`src/rtl/span_fill_resolver.sv`:
```
module span_fill_resolver #(
  parameter int NREG = 8,
  parameter int CW   = 4
) (
  input  logic                    clk,
  input  logic                    rst_n,
  input  logic                    mode_multi,
  input  logic                    xor_en,
  input  logic                    line_start,
  input  logic                    init_we,
  input  logic [$clog2(NREG)-1:0] init_sel,
  input  logic [CW-1:0]           init_data,
  input  logic                    pix_valid,
  input  logic [7:0]              pix_code,
  output logic                    out_valid,
  output logic [CW-1:0]           out_colour
);
  localparam int SW = $clog2(NREG);

  logic [CW-1:0] creg [NREG];
  logic [CW-1:0] ireg [NREG];

  wire          is_store = mode_multi ? ~pix_code[7] : ~pix_code[3];
  wire [SW-1:0] sel      = mode_multi ? pix_code[6:4] : SW'(pix_code[2]);
  wire [CW-1:0] fld      = mode_multi ? pix_code[3:0] : CW'(pix_code[1:0]);
  wire [CW-1:0] held     = line_start ? ireg[sel] : creg[sel];
  wire [CW-1:0] shown    = is_store ? fld : (xor_en ? (held ^ fld) : held);

  always_ff @(posedge clk) begin
    if (!rst_n) begin
      for (int i = 0; i < NREG; i++) begin
        creg[i] <= '0;
        ireg[i] <= '0;
      end
      out_valid  <= 1'b0;
      out_colour <= '0;
    end else begin
      if (init_we) ireg[init_sel] <= init_data;
      if (line_start)
        for (int i = 0; i < NREG; i++) creg[i] <= ireg[i];
      if (pix_valid && is_store) creg[sel] <= fld;
      out_valid <= pix_valid;
      if (pix_valid) out_colour <= shown;
    end
  end
endmodule

```
`config.mk`:
```
export PLATFORM = sky130hd
export DESIGN_NAME = span_fill_resolver
export DESIGN_NICKNAME = d
export VERILOG_FILES = /design/src/rtl/span_fill_resolver.sv
export SDC_FILE = /design/constraint.sdc
export NUM_CORES = 1
export LEC_CHECK = 0
export ABC_CLOCK_PERIOD_IN_PS = 3100
export BUFFER_PORTS_ARGS = -buffer_cell sky130_fd_sc_hd__buf_2
export CAP_MARGIN = 20
export CELL_PAD_IN_SITES_DETAIL_PLACEMENT = 0
export CELL_PAD_IN_SITES_GLOBAL_PLACEMENT = 1
export CORE_ASPECT_RATIO = 0.6
export CORE_MARGIN = 1
export CORE_UTILIZATION = 49
export CTS_CLUSTER_DIAMETER = 50
export CTS_CLUSTER_SIZE = 20
export DETAILED_ROUTE_END_ITERATION = 7
export PLACE_DENSITY_LB_ADDON = 0.15
export SKIP_LAST_GASP = 1
export SYNTH_ARGS = -nofsm -noshare
export SYNTH_HDL_FRONTEND = slang
export SYNTH_SLANG_ARGS = --single-unit
```
`constraint.sdc`:
```
create_clock -name clk -period 3.1 [get_ports clk]
set_clock_uncertainty 0.15 [all_clocks]
set_input_delay 0.62 -clock clk [delete_from_list [all_inputs] [get_ports clk]]
set_output_delay 0.62 -clock clk [all_outputs]
set_load 0.03 [all_outputs]
```
==> qor.yml <==
critical_path:
  crit_buf_inv: 1
  crit_required_ns: 3.18
  end_kind: "flip-flop"
  worstPathArrival_ns: 2.55
  crit_chain: "buf_2, mux2i_4, a221oi_1, nor4_1, nand2_1, and3_1, a221o_1"
  path_max_fanout: 13
  max_stage_delay_ns: 0.52
  critPathKind: "input pin to flip-flop"
  cp-start-kind: "input pin"
  cpMaxStageDelayCell: "mux2i_4"
  crit_family: "simple AND/OR/NAND/NOR gates"
synth:
  synth_warnings: 0
  syn_nets: 403
  synth_top_area_share_pct: 49.1
  ys_types: 54
  synth_ff_type: "edfxtp_1"
  synth_top_family_by_area: "simple AND/OR/NAND/NOR gates"
  synth_area_leaders: "edfxtp_1 49%, o21ai_0 5.8%, and2_1 5.6%"
  synthXorXnorAreaFrac_pct: 0
  ys_top_cells_by_count: "64 x edfxtp_1, 45 x o21ai_0, 40 x nand2_1"
  synth.area.mux_share_pct: 1.79
  synth_largest_area_cell: "edfxtp_1"
  synth_compound_gate_area_share_pct: 18.4
  synth-seq-area-share_pct: 51.6
  syn_area_per_cell_um2: 10.3
  ys_async_sr_fraction_pct: 0
  ys_seq_elements: 69
  synthMostInstantiatedCell: "edfxtp_1"
  synth_adder_area_share_pct: 0
  synthCells: 381
  netlist_area_um2: 3920
  synth-simple-area-share_pct: 23.1
  synth_edf_count: 64
sta:
  rsz0062_at_grt: "no"
  finalCritPeriodShare_pct: 79.6
  fin_crit_ns: 2.47
  worst_pin_slew_ns: 0.824
  fin_setup_tns_ns: 0
  hold_viol: 0
  setup_viol: 0
  relSlewSlack_pct: 45.1
  max_freq_mhz: 405
  slew_viol_final: 0
detailed_routing:
  wl_mm: 10.6
  drt_iter0_drc: 455
  vias_per_cell: 6.19
  routedWlPerCell_um: 21.0
  firstDrtPassIters: 5
  ant_nets: 0
  drc_errors: 0
  route.vias.total: 3128
clock_tree:
  clkTransAtPathRegs_ns: 0.06
  htree_levels: 3
  cts_hold_buf: 0
  cts_tree: "built"
  clock-root-buffer: "clkbuf_16"
  cts_sinks: 69
  cts_resized: 0
  insertion_delay_ns: 0.34
  post_cts_buffers: 0
  cts_buffer_depth: 2
  cts_inserted_buffers: 9
layout:
  syn2layout_area_growth_pct: 12.0
  fin_cells: 505
  drive_gt1_share_pct: 14.5
  multiInputGateArea_um2: 1700
  antenna_cells: 0
  ff_latch_area_um2: 2020
  nFillCells: 657
  final_nets: 418
floorplanning:
  die_x_um: 117
  io-pin-count: 27
  rows: 24
  initial_core_util_pct: 52.2
  core-area_um2: 7510
  die_area_um2: 8360
  die_h_um: 71.2
global_route:
  grt_usage_pct: 27.4
  grt_max_degree: 25
  grt.overflow.total: 0
  grt_pass1_wl_mm: 16.5
  antenna_found_initial: 0
  grt_pass1_vias: 2848
power:
  pwr-share-clk_pct: 45.2
  switching_share_pct: 24.0
  intPower_mw: 1.96
  p_seq_share_pct: 44.0
  comb_power_share_pct: 10.8
  p_switching_mw: 0.619
  power_leakage_nw: 1.58
  power.density_nw_per_um2: 589
  ir_drop_uv: 472
hold_path:
  hp-class: "flip-flop to flip-flop"
placement:
  hpwlAfterDp_mm: 7.94
  io_buffer_count: 26
  gp_congestion: 0.863
  post-place-cells: 489
outcome:
  outcome: "completed"
job:
  cap_viol_max_count: 0
==> power by group through the flow <==
stage / sequential (mW) / combinational [mW] / clock, mW
floorplan: 1.14 / 0.184 / 0
global placement: 1.15 / 0.270 / 0
detailed placement: 1.15 / 0.272 / 0
CTS: 1.13 / 0.273 / 1.18
global route: 1.14 / 0.301 / 1.22
finish: 1.14 / 0.279 / 1.17
==> worst reg2reg max path, cell delays in order (launching register included) <==
cell      delay [ns]
edfxtp_1        0.43
a211o_1         0.31
a221oi_1        0.39
a31oi_1         0.14
and3_1          0.22
o22ai_1         0.17
nand3b_1        0.09
==> path summary, 6_finish.rpt <==
| kind | depth (start not counted) | slack [ns] | startpoint | to |
|---|---|---|---|---|
| max | 7 | 0.63 | mode_multi | out_colour[3] |
| min reg2reg | 2 | 0.35 | out_colour[1] | out_colour[1] |
| min | 2 | 0.35 | out_colour[1] | out_colour[1] |
| max reg2reg | 6 | 1.08 | creg[1][1] | out_colour[1] |
==> area by class of cell <==
type                       count  share of cell area, %
clock buffer                   9                   5.14
clock inverter                 7                   2.60
inverter                       7                  0.599
multi-input combinational    279                   38.7
sequential                    69                   46.1
tap                          104                   2.97
timing repair buffer          30                   3.94
==> kinds of logic after synthesis <==
family,count (synthesis)
buf+inv,33
compound gates,103
mux,4
simple gates,172
flops,69
==> routing by layer <==
layer / share of wire, % / wire length (um) / GRT usage [%] / vias up
li1: - / - / - / 1480
met1: 46 / 4900 / 39.9 / 1453
met2: 41 / 4370 / 38.0 / 180
met3: 11 / 1130 / 9.16 / 15
met4: 1.9 / 204 / 9.81 / 0
met5: 0 / 0 / 0 / -
==> per-stage QoR <==
stage / hold WS [ns] / instance area (um^2) / util (%) / worst slack (ns) / power (mW)
detailed placement: 0.327 / 4050 / 53.9 / 0.359 / 1.43
CTS: 0.340 / 4390 / 58.4 / 0.718 / 2.59
floorplan: 0.382 / 3920 / - / 0.877 / 1.33
global placement: 0.332 / 4050 / 53.9 / 0.435 / 1.42
global route: 0.369 / 4390 / 58.4 / 0.537 / 2.67
finish: 0.346 / 4390 / 58.4 / 0.632 / 2.58
==> state kept, by name, summed over array words and instances (netlist names) <==
register and count:
out_valid 1, ireg 32, out_colour 4, creg 32
==> layout by cell type, fill, tap and decap left out, types with 2 or more instances in the layout <==
cell type / n
a211o_1: 6
buf_4: 3
inv_1: 6
a211oi_1: 2
a32oi_1: 4
buf_2: 26
o31a_1: 2
o22ai_1: 9
mux2i_4: 2
nand2_1: 40
nand3b_1: 4
a31oi_1: 4
a221oi_1: 8
bufinv_16: 3
and3_1: 6
nor2_1: 16
dfxtp_1: 5
a21o_1: 3
and2_1: 35
clkinv_1: 2
o32a_1: 2
a311oi_1: 2
or2_1: 3
clkbuf_16: 9
o211ai_1: 3
o22a_1: 2
o21ai_0: 45
nand3_1: 35
o221ai_1: 2
nand4_1: 4
nand2b_1: 4
edfxtp_1: 64
nand2_2: 3
nor3_1: 12
nor2b_1: 2
a31oi_4: 2
nor4_1: 2
Note: power is estimated with default switching activity, not from simulation.
